## config.mk

```make
export PLATFORM = sky130hd
export DESIGN_NAME = aer_sender
export DESIGN_NICKNAME = d
export VERILOG_FILES = /design/src/rtl/aer_pkg.sv /design/src/rtl/aer_node_cell.sv /design/src/rtl/aer_tree_arb.sv /design/src/rtl/aer_tx_fsm.sv /design/src/rtl/aer_sender.sv
export SDC_FILE = /design/constraint.sdc
export NUM_CORES = 1
export LEC_CHECK = 0
export ABC_AREA = 1
export ABC_CLOCK_PERIOD_IN_PS = 5400
export BUFFER_PORTS_ARGS = -buffer_cell sky130_fd_sc_hd__buf_2
export CAP_MARGIN = 25
export CORE_MARGIN = 2
export CORE_UTILIZATION = 67
export DETAILED_ROUTE_END_ITERATION = 6
export PLACE_DENSITY = 0.83
export SETUP_SLACK_MARGIN = 0.5
export SYNTH_ARGS = -nofsm -noshare
export SYNTH_HDL_FRONTEND = slang
export SYNTH_SLANG_ARGS = --single-unit
```

## constraint.sdc

```tcl
create_clock -name clk -period 5.4 [get_ports clk]
set_input_delay 0.81 -clock clk [delete_from_list [all_inputs] [get_ports clk]]
set_output_delay 0.81 -clock clk [all_outputs]
set_load 0.02 [all_outputs]
```

## src/rtl/aer_pkg.sv

```systemverilog
package aer_pkg;

    typedef enum logic [1:0] {
        ND_FREE = 2'd0,
        ND_WAIT = 2'd1,
        ND_REFR = 2'd2
    } node_state_e;

    typedef enum logic [1:0] {
        TX_IDLE = 2'd0,
        TX_REQ  = 2'd1,
        TX_DROP = 2'd2
    } tx_state_e;

    // single-cycle events emitted by the handshake sequencer
    typedef struct packed {
        logic accept;   // grant taken from the tree this cycle
        logic sent;     // acknowledge seen for the word on the bus
    } tx_ev_t;

endpackage

```

## src/rtl/aer_node_cell.sv

```systemverilog
module aer_node_cell
    import aer_pkg::*;
#(
    parameter int REFR_W = 8
) (
    input  logic              clk,
    input  logic              rst,
    input  logic              spike_i,
    input  logic              sent_i,
    input  logic [REFR_W-1:0] refr_len_i,
    output logic              waiting_o
);

    node_state_e       state_q;
    logic [REFR_W-1:0] hold_q;

    always_ff @(posedge clk) begin
        if (rst) begin
            state_q <= ND_FREE;
            hold_q  <= '0;
        end else begin
            case (state_q)
                ND_FREE: begin
                    if (spike_i) state_q <= ND_WAIT;
                end
                ND_WAIT: begin
                    if (sent_i) begin
                        if (refr_len_i == '0) begin
                            state_q <= ND_FREE;
                        end else begin
                            state_q <= ND_REFR;
                            hold_q  <= refr_len_i;
                        end
                    end
                end
                ND_REFR: begin
                    if (hold_q <= REFR_W'(1)) state_q <= ND_FREE;
                    else                      hold_q  <= hold_q - REFR_W'(1);
                end
                default: state_q <= ND_FREE;
            endcase
        end
    end

    assign waiting_o = (state_q == ND_WAIT);


    refr_ignore_chk: assert property (@(posedge clk) disable iff (rst)
        (state_q == ND_REFR) |=> (state_q != ND_WAIT));


    wait_hold_chk: assert property (@(posedge clk) disable iff (rst)
        (state_q == ND_WAIT && !sent_i) |=> (state_q == ND_WAIT));

endmodule

```

## src/rtl/aer_tree_arb.sv

```systemverilog
module aer_tree_arb #(
    parameter int NODES  = 8,
    parameter int ADDR_W = $clog2(NODES)
) (
    input  logic              clk,
    input  logic              rst,
    input  logic [NODES-1:0]  req_i,
    input  logic              accept_i,
    output logic              any_o,
    output logic [ADDR_W-1:0] gnt_addr_o
);

    // heap layout: internal nodes 1..NODES-1, leaves NODES..2*NODES-1
    logic [2*NODES-1:0] any_t;
    logic [NODES-1:0]   pri_q;     // 1 = prefer right child next
    logic [NODES-1:0]   visit;
    logic [NODES-1:0]   went_left;
    logic [ADDR_W-1:0]  idx;

    assign any_t[0] = 1'b0;

    for (genvar j = 0; j < NODES; j++) begin : g_leaf
        assign any_t[NODES + j] = req_i[j];
    end

    for (genvar i = 1; i < NODES; i++) begin : g_or
        assign any_t[i] = any_t[2*i] | any_t[2*i + 1];
    end

    assign any_o = any_t[1];

    always_comb begin
        idx       = ADDR_W'(1);
        visit     = '0;
        went_left = '0;
        for (int lvl = 0; lvl < ADDR_W; lvl++) begin
            visit[idx] = 1'b1;
            if (any_t[{idx, 1'b0}] && (!any_t[{idx, 1'b1}] || !pri_q[idx])) begin
                went_left[idx] = 1'b1;
                idx = ADDR_W'({idx, 1'b0});
            end else begin
                idx = ADDR_W'({idx, 1'b1});
            end
        end
        gnt_addr_o = idx;
    end

    always_ff @(posedge clk) begin
        if (rst) begin
            pri_q <= '0;
        end else if (accept_i) begin
            for (int i = 1; i < NODES; i++) begin
                if (visit[i]) pri_q[i] <= went_left[i];
            end
        end
    end


    gnt_valid_chk: assert property (@(posedge clk) disable iff (rst)
        any_o |-> req_i[gnt_addr_o]);


    pri_hold_chk: assert property (@(posedge clk) disable iff (rst)
        !accept_i |=> $stable(pri_q));

endmodule

```

## src/rtl/aer_tx_fsm.sv

```systemverilog
module aer_tx_fsm
    import aer_pkg::*;
#(
    parameter int ADDR_W = 3
) (
    input  logic              clk,
    input  logic              rst,
    input  logic              any_i,
    input  logic [ADDR_W-1:0] gnt_addr_i,
    input  logic              ack_i,
    output tx_ev_t            ev_o,
    output logic              req_o,
    output logic [ADDR_W-1:0] addr_o
);

    tx_state_e         st_q;
    logic              req_q;
    logic [ADDR_W-1:0] addr_q;

    always_comb begin
        ev_o.accept = (st_q == TX_IDLE) && any_i;
        ev_o.sent   = (st_q == TX_REQ) && ack_i;
    end

    always_ff @(posedge clk) begin
        if (rst) begin
            st_q   <= TX_IDLE;
            req_q  <= 1'b0;
            addr_q <= '0;
        end else begin
            case (st_q)
                TX_IDLE: begin
                    if (any_i) begin
                        addr_q <= gnt_addr_i;
                        req_q  <= 1'b1;
                        st_q   <= TX_REQ;
                    end
                end
                TX_REQ: begin
                    if (ack_i) begin
                        req_q <= 1'b0;
                        st_q  <= TX_DROP;
                    end
                end
                TX_DROP: begin
                    if (!ack_i) st_q <= TX_IDLE;
                end
                default: st_q <= TX_IDLE;
            endcase
        end
    end

    assign req_o  = req_q;
    assign addr_o = addr_q;


    addr_stable_chk: assert property (@(posedge clk) disable iff (rst)
        (req_q && $past(req_q)) |-> $stable(addr_q));


    req_fall_chk: assert property (@(posedge clk) disable iff (rst)
        $fell(req_q) |-> $past(ack_i));


    req_rise_chk: assert property (@(posedge clk) disable iff (rst)
        $rose(req_q) |-> !$past(ack_i));

endmodule

```

## src/rtl/aer_sender.sv

```systemverilog
module aer_sender
    import aer_pkg::*;
#(
    parameter  int NODES  = 8,
    parameter  int REFR_W = 8,
    localparam int ADDR_W = $clog2(NODES),
    localparam int CNT_W  = $clog2(NODES + 1)
) (
    input  logic              clk,
    input  logic              rst,
    input  logic [NODES-1:0]  spike_i,
    input  logic [REFR_W-1:0] refr_len_i,
    output logic [ADDR_W-1:0] aer_addr_o,
    output logic              aer_req_o,
    input  logic              aer_ack_i,
    output logic [CNT_W-1:0]  wait_cnt_o
);

    logic [NODES-1:0]  wait_vec;
    logic              any_wait;
    logic [ADDR_W-1:0] gnt_addr;
    tx_ev_t            tx_ev;

    for (genvar j = 0; j < NODES; j++) begin : g_node
        logic sent_here;
        assign sent_here = tx_ev.sent && (aer_addr_o == ADDR_W'(j));
        aer_node_cell #(.REFR_W(REFR_W)) u_cell (
            .clk        (clk),
            .rst        (rst),
            .spike_i    (spike_i[j]),
            .sent_i     (sent_here),
            .refr_len_i (refr_len_i),
            .waiting_o  (wait_vec[j])
        );
    end

    aer_tree_arb #(.NODES(NODES), .ADDR_W(ADDR_W)) u_arb (
        .clk        (clk),
        .rst        (rst),
        .req_i      (wait_vec),
        .accept_i   (tx_ev.accept),
        .any_o      (any_wait),
        .gnt_addr_o (gnt_addr)
    );

    aer_tx_fsm #(.ADDR_W(ADDR_W)) u_tx (
        .clk        (clk),
        .rst        (rst),
        .any_i      (any_wait),
        .gnt_addr_i (gnt_addr),
        .ack_i      (aer_ack_i),
        .ev_o       (tx_ev),
        .req_o      (aer_req_o),
        .addr_o     (aer_addr_o)
    );

    always_comb begin
        wait_cnt_o = '0;
        for (int i = 0; i < NODES; i++) begin
            wait_cnt_o = wait_cnt_o + CNT_W'(wait_vec[i]);
        end
    end


    grant_src_chk: assert property (@(posedge clk) disable iff (rst)
        $rose(aer_req_o) |-> ($past(wait_cnt_o) != '0));


    sent_is_waiting_chk: assert property (@(posedge clk) disable iff (rst)
        tx_ev.sent |-> wait_vec[aer_addr_o]);

endmodule

```

==> reports/qor.yml, run 1 <==
vias_per_cell: 5.836
setup_viol: 0
hpwlAfterDp_mm: 10.27
insertedDiodeCount: 0
fin_util_pct: 73.26
grt_first_pass_wirelength_mm: 23.33
power_density_nw_per_um2: 256.2
cts_buffer_depth: 2
synth.cell_area_um2: 5660
yosysWarnings: 0
crit_start: "g_node[0].u_cell.state_q[0]"
arrival_ns: 3.47
hp-class: "flip-flop to flip-flop"
r2r_slack_ns: 3.20
area_growth_pct: 6.344
rsz0062_at_grt: "false"
cts_root_buf: "clkbuf_8"
ys_ff_latch: 93
yosys.area_share.simple_pct: 25.38
layout-drive-gt1-share_pct: 12.86
ctsResizeCount: 0
antenna_found_initial: 0
ys_seq_area_share_pct: 32.89
synth_area_per_cell_um2: 6.928
crit_path_max_fanout: 3
core_area_um2: 8217
setup_ws_ns: 1.121
synthTopCellsByArea: "dfxtp_1, nand2_1, o21ai_0, nor2_1, inv_1"
fin_worst_skew_ns: 0.01027
period_minus_slack_ns: 4.279
postCtsSetupBuffers: 0
cp.required_ns: 4.59
grt_usage_pct: 32.18
seq_area_um2: 1862
multi_input_area_um2: 3266
grt_max_degree: 48
cts_sinks: 93
avgRoutedWirePerCell_um: 14.81
crit_type: "flip-flop to primary output"
synth_top_family_by_area: "simple AND/OR/NAND/NOR gates"
hp-start: "g_node[3].u_cell.state_q[1]"
rows: 33
clkLatencyLatePin_ns: 0.37
grt-ovfl-total: 0
design_area_um2: 6020
grt_pass1_vias: 5172
antenna_left: 0
hold_viol_final: 0
yosysMostFrequentCell: "nand2_1"
synth-edff-count: 0
final_net_count: 878
clkSlewWorstSetupHoldPaths_ns: 0.10
ios: 27
initial_core_util_pct: 68.89
status: "finished clean"
hold_depth: 1
r2r_start: "g_node[7].u_cell.state_q[1]"
r2r_end: "g_node[7].u_cell.hold_q[6]"
synth_mux_area_share_pct: 0
portBuffers: 26
max_freq_mhz: 233.7
post-place-ws_ns: 1.502
tightest_slew_ns: 0.9137
cts_tree: "built"
max_cap_viol_count: 0
vias: 5515
die_h_um: 95.92
dieArea_um2: 9200
cts_made_buffers: 9
gp_congestion: 0.9066
synth_fa_ha_area_share_pct: 5.836
async_flop_share_pct: 0
ys.flop_type: "dfxtp_1"
drc: 0
crit_path_start_kind: "flip-flop"
fin_crit_sh_pct: 79.24
vdd_drop_max_uv: 138.3
synth_top_area_share_pct: 32.89
placed_cell_area_um2: 5836
syn_nets: 860
cts-htree-levels: 3
drtIter0Drc: 271
fin_tns_setup_ns: 0
p_leak_nw: 2.669
maxSlewHeadroom_pct: 38.86
firstDrtPassIters: 5
synth.distinct_cells: 44
yosys.area.top_type: "dfxtp_1"
num-fill-cells: 687
cts.hold.buffers_added: 0
slew_violations: 0
worstHoldEndpoint: "g_node[3].u_cell.state_q[0]"
synth-compound-area-share_pct: 22.30
rr_worst_depth: 9
synthTopCellsByCount: "nand2_1, nor2_1, inv_1, dfxtp_1, o21ai_0"
synth-xor-area-share_pct: 4.178
end_kind: "primary output"
wl_mm: 13.99
fp.dieW_um: 95.92
synthCells: 817
[state kept, by name, summed over array words and instances (netlist names)]
signal,cells
g_node.u_cell.hold_q,64
u_tx.req_o,1
u_tx.addr_o,3
u_tx.st_q,2
u_arb.pri_q,7
g_node.u_cell.state_q,16
[routing by layer]
layer | wire length [µm] | global-route usage (%) | share of wire [%] | vias to the layer above
met5 | 0 | 0 | 0 | -
met4 | 459 | 13.81 | 3.3 | 0
met2 | 6671 | 54.78 | 48 | 186
met1 | 6002 | 40.02 | 43 | 2552
met3 | 860 | 5.560 | 6.1 | 36
li1 | - | - | - | 2741
[area by class of cell]
| class | count | share of cell area [%] |
|---|---|---|
| inverter | 115 | 7.171 |
| sequential | 93 | 30.93 |
| clock buffer | 10 | 2.286 |
| tap | 105 | 2.182 |
| timing repair buffer | 28 | 2.411 |
| multi-input combinational | 588 | 54.25 |
| clock inverter | 6 | 0.7691 |
[critical path, cell delays in order (launching register included)]
cell	delay (ns)
dfxtp_1	0.34
inv_1	0.05
nor2_1	0.15
inv_1	0.12
fa_1	0.59
fa_1	0.45
fa_1	0.46
inv_1	0.07
ha_1	0.16
inv_1	0.05
fa_1	0.37
xnor2_1	0.13
buf_2	0.17
[stage by stage]
step / hold slack, ns / total power [mW] / cells
final: 0.4757 / 1.542 / 945
after CTS: 0.4771 / 1.546 / 945
after global routing: 0.4980 / 1.622 / 945
after detailed placement: 0.4652 / 1.103 / 929
after global placement: 0.4504 / 1.090 / 929
after floorplan: 0.4445 / 1.016 / 817
[placed cells by master, fill, tap and decap left out, types with 22 or more instances in the layout]
cell type / instances
nand2_1: 113
nor2_1: 102
inv_1: 96
dfxtp_1: 93
o21ai_0: 82
a21oi_1: 67
o21ai_1: 35
buf_2: 26
nor3_1: 22
[how the worst max path moves through the flow]
stage | end | slack (ns) | cells past startpoint
floorplan | wait_cnt_o[2] | 1.56 | 11
global placement | wait_cnt_o[2] | 1.56 | 12
detailed placement | wait_cnt_o[2] | 1.50 | 12
CTS | wait_cnt_o[2] | 1.09 | 12
global route | wait_cnt_o[2] | 0.88 | 12
finish | wait_cnt_o[2] | 1.12 | 12
[logic make-up after synthesis]
kind of cell | Yosys count
adders and majority gates | 24
DFF | 93
and+or+nand+nor | 310
buffers and inverters | 136
AOI/OAI and AO/OA | 227
xor gates and xnor gates | 27
[power by group]
group | internal (mW) | switching (mW)
Sequential | 0.714 | 0.0246
Clock | 0.184 | 0.267
Combinational | 0.119 | 0.234
Note: power is estimated with default switching activity, not from simulation.
==> run 2, diff against run 1 <==
--- a/config.mk
+++ b/config.mk
@@ -6,13 +6,13 @@
 export NUM_CORES = 1
 export LEC_CHECK = 0
 export ABC_AREA = 1
-export ABC_CLOCK_PERIOD_IN_PS = 5400
+export ABC_CLOCK_PERIOD_IN_PS = 3800
 export BUFFER_PORTS_ARGS = -buffer_cell sky130_fd_sc_hd__buf_2
 export CAP_MARGIN = 25
 export CORE_MARGIN = 2
-export CORE_UTILIZATION = 67
+export CORE_UTILIZATION = 56
 export DETAILED_ROUTE_END_ITERATION = 6
-export PLACE_DENSITY = 0.83
+export PLACE_DENSITY = 0.74
 export SETUP_SLACK_MARGIN = 0.5
 export SYNTH_ARGS = -nofsm -noshare
 export SYNTH_HDL_FRONTEND = slang
==> constraint.sdc (replaced) <==
create_clock -name clk -period 3.8 [get_ports clk]
set_input_delay 0.57 -clock clk [delete_from_list [all_inputs] [get_ports clk]]
set_output_delay 0.57 -clock clk [all_outputs]
set_load 0.02 [all_outputs]
==> run 2 against run 1 <==
The run now ends with negative setup slack left; setup slack got worse by 1.1 ns; die area rose by 19%; worst hold slack got worse by 0.040 ns; total power rose by 51%; clock skew rose by 0.0018 ns; final cell count rose by 4.1%; utilization fell by 9.3 points; global-route usage fell by 5.3 points; sequential cell count did not move; largest cell class unchanged.
==> reports/qor.yml, run 2 (synthesis gave the netlist of run 1 again) <==
status: "finished, violations left"
violations: "negative setup slack"
wl_mm: 14.37
cts_sinks: 93
clkLatencyLatePin_ns: 0.37
comb_power_share_pct: 25.7
p_leak_nw: 2.744
gp_congestion: 0.8852
setup_viol: 2
grt_max_degree: 60
cts_tree: "built"
clkPwrFrac_pct: 29.0
grt_usage_pct: 26.88
max_freq_mhz: 261.5
final_common_cell: "nand2_1"
layout-drive-gt1-share_pct: 16.22
core_area_um2: 9774
fp.dieW_um: 104.5
grt_pass1_vias: 5165
crit_path_max_fanout: 2
rr_worst_depth: 11
power_density_nw_per_um2: 371.7
placed_cell_area_um2: 5898
largest_register_ffs: 64
clkSlewWorstSetupHoldPaths_ns: 0.09
rsz0062_at_grt: "true"
insertedDiodeCount: 0
avgRoutedWirePerCell_um: 14.60
crit_type: "flip-flop to primary output"
arrival_ns: 3.25
total_power_mw: 2.322
setup_ws_ns: -0.02383
hp-class: "flip-flop to flip-flop"
dieArea_um2: 10930
drc: 0
cts_made_buffers: 9
die_h_um: 104.5
antenna_found_initial: 0
cts_root_buf: "clkbuf_8"
r2r_slack_ns: 1.71
switching_power_mw: 0.7488
grt_first_pass_wirelength_mm: 24.05
cts_buffer_depth: 2
firstDrtPassIters: 5
fin_crit_sh_pct: 100.6
hold_viol_final: 0
end_kind: "primary output"
hold_depth: 1
swShare_pct: 32.24
slew_violations: 0
initial_core_util_pct: 57.91
cp.required_ns: 3.23
vias: 5468
vias_per_cell: 5.557
drtIter0Drc: 324
fin_worst_skew_ns: 0.01206
mostFrequentLayoutCells: "nand2_1, nor2_1, inv_1, dfxtp_1, o21ai_0"
r2r_end: "g_node[0].u_cell.hold_q[0]"
tightest_slew_ns: 0.9579
grt-ovfl-total: 0
vdd_drop_max_uv: 202.2
worstHoldEndpoint: "g_node[3].u_cell.state_q[0]"
r2r_start: "g_node[0].u_cell.state_q[1]"
holdWs_ns: 0.4353
maxSlewHeadroom_pct: 36.04
hpwlAfterDp_mm: 10.13
stdcell_count: 984
crit_path_start_kind: "flip-flop"
design_area_um2: 6248
pwr-share-seq_pct: 45.3
period_minus_slack_ns: 3.824
placed_cells: 956
antenna_left: 0
rows: 36
reg.largest.list: "g_node.u_cell.hold_q: 64 flops, g_node.u_cell.state_q: 16 flops, u_arb.pri_q: 7 flops"
max_cap_viol_count: 0
ios: 27
fin_tns_setup_ns: -0.04501
portBuffers: 26
hp-start: "g_node[3].u_cell.state_q[1]"
area_growth_pct: 10.39
final_net_count: 889
cts-htree-levels: 3
top_register: "g_node.u_cell.hold_q"
internal_power_mw: 1.574
## run 2: cell types whose count changed in the layout (fill, tap and decap cells not counted), sizes merged
cell and delta:
clkinvlp -1, buf +11, bufinv +1, clkbuf +2, inv -2
## run 2: final cells by class
type / count / area (µm²)
Clock buffer: 12 / 145.1
Timing Repair Buffer: 39 / 260.3
Tap cell: 133 / 166.4
Inverter: 115 / 431.7
Fill cell: 884 / 3526
Sequential cell: 93 / 1868
Clock inverter: 4 / 47.55
Multi-Input combinational cell: 588 / 3329
## run 2: worst max-delay path by stage
stage                                            from  slack, ns       endpoint
final                     g_node[1].u_cell.state_q[0]      -0.02  wait_cnt_o[2]
after global routing      g_node[1].u_cell.state_q[0]      -0.13  wait_cnt_o[2]
after CTS                 g_node[1].u_cell.state_q[0]      -0.06  wait_cnt_o[2]
after detailed placement  g_node[0].u_cell.state_q[0]       0.24  wait_cnt_o[2]
after global placement    g_node[0].u_cell.state_q[0]       0.32  wait_cnt_o[2]
after floorplan           g_node[0].u_cell.state_q[0]       0.47  wait_cnt_o[2]
## run 2: what timing repair did
action | 4_1_cts | 5_1_grt
buffers inserted | 12 | 0
hold buffers | 0 | 0
hold endpoints to repair | 0 | 0
pin swaps | 2 | 2
setup endpoints to repair | 4 | 4
gates resized for setup | 17 | 5
## run 2: worst max-delay path, stage by stage (launching register included)
cell	delay [ns]
dfxtp_2	0.34
inv_2	0.05
nor2_4	0.09
inv_2	0.05
fa_1	0.49
fa_1	0.53
fa_2	0.44
inv_2	0.07
ha_4	0.12
inv_2	0.03
fa_2	0.37
xnor2_4	0.17
buf_6	0.13
## run 2: power groups by stage
| stage | sequential, mW | combinational (mW) | clock [mW] |
|---|---|---|---|
| final | 1.05 | 0.597 | 0.673 |
| after global routing | 1.06 | 0.654 | 0.728 |
| after CTS | 1.05 | 0.588 | 0.683 |
| after detailed placement | 1.07 | 0.515 | 0 |
| after global placement | 1.07 | 0.501 | 0 |
| after floorplan | 1.07 | 0.391 | 0 |
## run 2: layer usage
| metal | up-vias | track usage [%] | routed length, µm | share of wire [%] |
|---|---|---|---|---|
| met5 | - | 0 | 0 | 0 |
| met3 | 22 | 3.431 | 803 | 5.6 |
| met1 | 2514 | 35.23 | 6461 | 45 |
| met4 | 0 | 10.04 | 299 | 2.1 |
| met2 | 163 | 45.19 | 6806 | 47 |
| li1 | 2769 | - | - | - |
## run 2: metrics by stage
step,worst slack [ns],utilization (%)
CTS,-0.05565,63.80
global route,-0.1345,63.93
detailed placement,0.2427,60.34
global placement,0.3222,60.34
floorplan,0.4676,-
finish,-0.02383,63.93
==> run 3, diff against run 2 <==
--- a/config.mk
+++ b/config.mk
@@ -9,11 +9,12 @@
 export ABC_CLOCK_PERIOD_IN_PS = 3800
 export BUFFER_PORTS_ARGS = -buffer_cell sky130_fd_sc_hd__buf_2
 export CAP_MARGIN = 25
-export CORE_MARGIN = 2
-export CORE_UTILIZATION = 56
+export CORE_MARGIN = 4
+export CORE_UTILIZATION = 57
 export DETAILED_ROUTE_END_ITERATION = 6
 export PLACE_DENSITY = 0.74
 export SETUP_SLACK_MARGIN = 0.5
 export SYNTH_ARGS = -nofsm -noshare
 export SYNTH_HDL_FRONTEND = slang
+export SYNTH_HIERARCHICAL = 1
 export SYNTH_SLANG_ARGS = --single-unit
==> run 3 against run 2 <==
The run still ends with negative setup slack left; fmax grew 0.50%; sequential cell count is the same; clock skew decreased by 0.0074 ns; sequential power is 20% higher; critical endpoint is now wait_cnt_o[1]; highest routed layer unchanged.
==> reports/qor.yml, run 3 <==
status: "finished, violations left"
violations: "negative setup slack"
hpwlAfterDp_mm: 11.47
rows: 39
largest_register_ffs: 64
reg.largest.list: "g_node.u_cell/hold_q: 64 flops, g_node.u_cell/state_q: 16 flops, u_arb/pri_q: 7 flops"
insertedDiodeCount: 0
antenna_left: 0
max_cap_viol_count: 0
clkSlewWorstSetupHoldPaths_ns: 0.06
use_met3_pct: 3.412
fp.dieW_um: 117.8
async_flop_share_pct: 0
rsz0062_at_grt: "true"
gr-usage-met2_pct: 40.64
end_kind: "primary output"
setup_viol: 1
synthTopCellsByCount: "nand2_1, nor2_1, inv_1, dfxtp_1, o21ai_0"
synth.cell_area_um2: 6875
grt_util_met1_pct: 34.23
cts_sinks: 93
final_common_cell: "nand2_1"
area_growth_pct: 9.718
drc: 0
max_freq_mhz: 262.8
crit_top_cell: "inv_2"
cts.hold.buffers_added: 0
maxSlewHeadroom_pct: 58.81
hp-class: "flip-flop to flip-flop"
cts_tree: "built"
vdd_drop_max_uv: 294.7
power_density_nw_per_um2: 529.2
wl_mm: 17.01
firstDrtPassIters: 5
p_leak_nw: 3.576
vias_per_cell: 5.223
fin_tns_setup_ns: -0.004763
period_minus_slack_ns: 3.805
top_register: "g_node.u_cell/hold_q"
cts_buffer_depth: 2
setup_ws_ns: -0.004763
yosysMostFrequentCell: "nand2_1"
cts_made_buffers: 9
gp_congestion: 0.9054
grt_usage_pct: 24.91
ys_seq_area_share_pct: 27.08
synth_top_area_share_pct: 27.08
cp_slowest_cell: "fa_1"
crit_path_start_kind: "flip-flop"
slew_violations: 0
yosysWarnings: 6
synth_area_per_cell_um2: 6.139
avgRoutedWirePerCell_um: 13.12
clkLatencyLatePin_ns: 0.35
path_cells: "inv_2, nor2_4, inv_2, fa_1, fa_1, fa_2, inv_2, ha_4, inv_2, fa_2, inv_2, buf_6"
grt_max_degree: 47
hold_viol_final: 0
tightest_slew_ns: 0.6178
mostFrequentLayoutCells: "nand2_1, nor2_1, inv_1"
synth-edff-count: 0
antenna_found_initial: 0
cp.required_ns: 3.23
ys_ff_latch: 93
yosys.area.top_type: "dfxtp_1"
drtIter0Drc: 566
initial_core_util_pct: 59.20
grt_pass1_vias: 6091
fin_crit_sh_pct: 100.1
dieArea_um2: 13880
synthTopCellsByArea: "dfxtp_1, nand2_1, nor2_1, inv_1, o21ai_0"
cpPeakStageDelay_ns: 0.55
arrival_ns: 3.23
crit_type: "flip-flop to primary output"
layout-drive-gt1-share_pct: 15.52
ys.flop_type: "dfxtp_1"
grt_first_pass_wirelength_mm: 29.04
ios: 27
post-place-ws_ns: 0.2268
core_area_um2: 11610
fin_worst_skew_ns: 0.004695
crit_path_max_fanout: 2
final_net_count: 1190
synthCells: 1120
synth.distinct_cells: 30
grt-ovfl-total: 0
syn_nets: 1162
vias: 6769
cts-htree-levels: 3
die_h_um: 117.8
portBuffers: 26
top_usage_layer: "met2"
cts_root_buf: "clkbuf_16"
[run 3: cell count changes after synthesis, sizes merged, moves of 11 or more]
| cell | delta |
|---|---|
| o21ai | -35 |
| nor2 | +97 |
| a21oi | -11 |
| nand2 | +259 |
| inv | +29 |
| nor3 | -24 |
| a31oi | -12 |
| xor2 | -11 |
| nand3 | +37 |
[run 3: critical path: cells and delay by family (launching register included)]
kind          cells  cell delay, ns
simple gates      1            0.10
buf+inv           6            0.37
fa+ha+maj         5            2.09
flops             1            0.34
[run 3: power by group]
part | leakage, nW | internal [mW] | switching (mW)
combinational | 2.66 | 0.638 | 1.13
clock | 0.151 | 0.573 | 0.389
sequential | 0.764 | 1.13 | 0.135
[run 3: per-stage QoR]
| step | utilization [%] | instances | cell area, µm² | hold slack, ns | power (mW) |
|---|---|---|---|---|---|
| 3_5_place_dp | 61.40 | 1275 | 7131 | 0.4575 | 2.945 |
| 2_1_floorplan | - | 1120 | 6887 | 0.4259 | 2.596 |
| 3_3_place_gp | 61.40 | 1275 | 7131 | 0.4474 | 2.926 |
| 4_1_cts | 64.70 | 1294 | 7513 | 0.4688 | 3.982 |
| 6_report | 64.95 | 1296 | 7543 | 0.4633 | 3.992 |
| 5_1_grt | 64.95 | 1296 | 7543 | 0.4913 | 4.308 |
[run 3: repair_timing]
action | CTS | global route
pin swaps | 3 | 2
setup buffers | 3 | 2
endpoints found under the setup margin | 4 | 4
gates resized for setup | 13 | 5
[run 3: metal layers]
| layer | part of all wire (%) | wire length [µm] |
|---|---|---|
| met1 | 48 | 8143 |
| met2 | 46 | 7740 |
| met3 | 5.0 | 855 |
| met4 | 1.6 | 268 |
| met5 | 0 | 0 |
[run 3: layout make-up]
| cell class | instances | area (µm²) |
|---|---|---|
| multi-input cells | 867 | 4424 |
| fillers | 1105 | 4070 |
| flip-flops and latches | 93 | 1867 |
| inverters | 143 | 539.3 |
| clock buffers | 9 | 225.2 |
| repair buffers | 34 | 219.0 |
| well taps | 143 | 178.9 |
| clock inverters | 7 | 90.09 |
[run 3: logic make-up (layout without fill, tap and decap cells)]
| family | Yosys count | count (layout) | synth area share, % |
|---|---|---|---|
| compound gates | 148 | 148 | 14.19 |
| xor+xnor | 8 | 8 | 1.019 |
| flops | 93 | 93 | 27.08 |
| buf+inv | 160 | 193 | 9.118 |
| fa+ha+maj | 23 | 23 | 4.622 |
| simple gates | 688 | 688 | 43.97 |
[run 3: final timing paths]
| kind | start | end | slack [ns] | cells after the start |
|---|---|---|---|---|
| hold reg to reg | u_tx/req_o | u_tx/req_o | 0.46 | 2 |
| setup / recovery | g_node[0].u_cell/state_q[0] | wait_cnt_o[1] | -0.005 | 12 |
| setup reg to reg | g_node[3].u_cell/state_q[0] | u_arb/pri_q[4] | 1.75 | 12 |
| hold / removal | u_tx/req_o | u_tx/req_o | 0.46 | 2 |
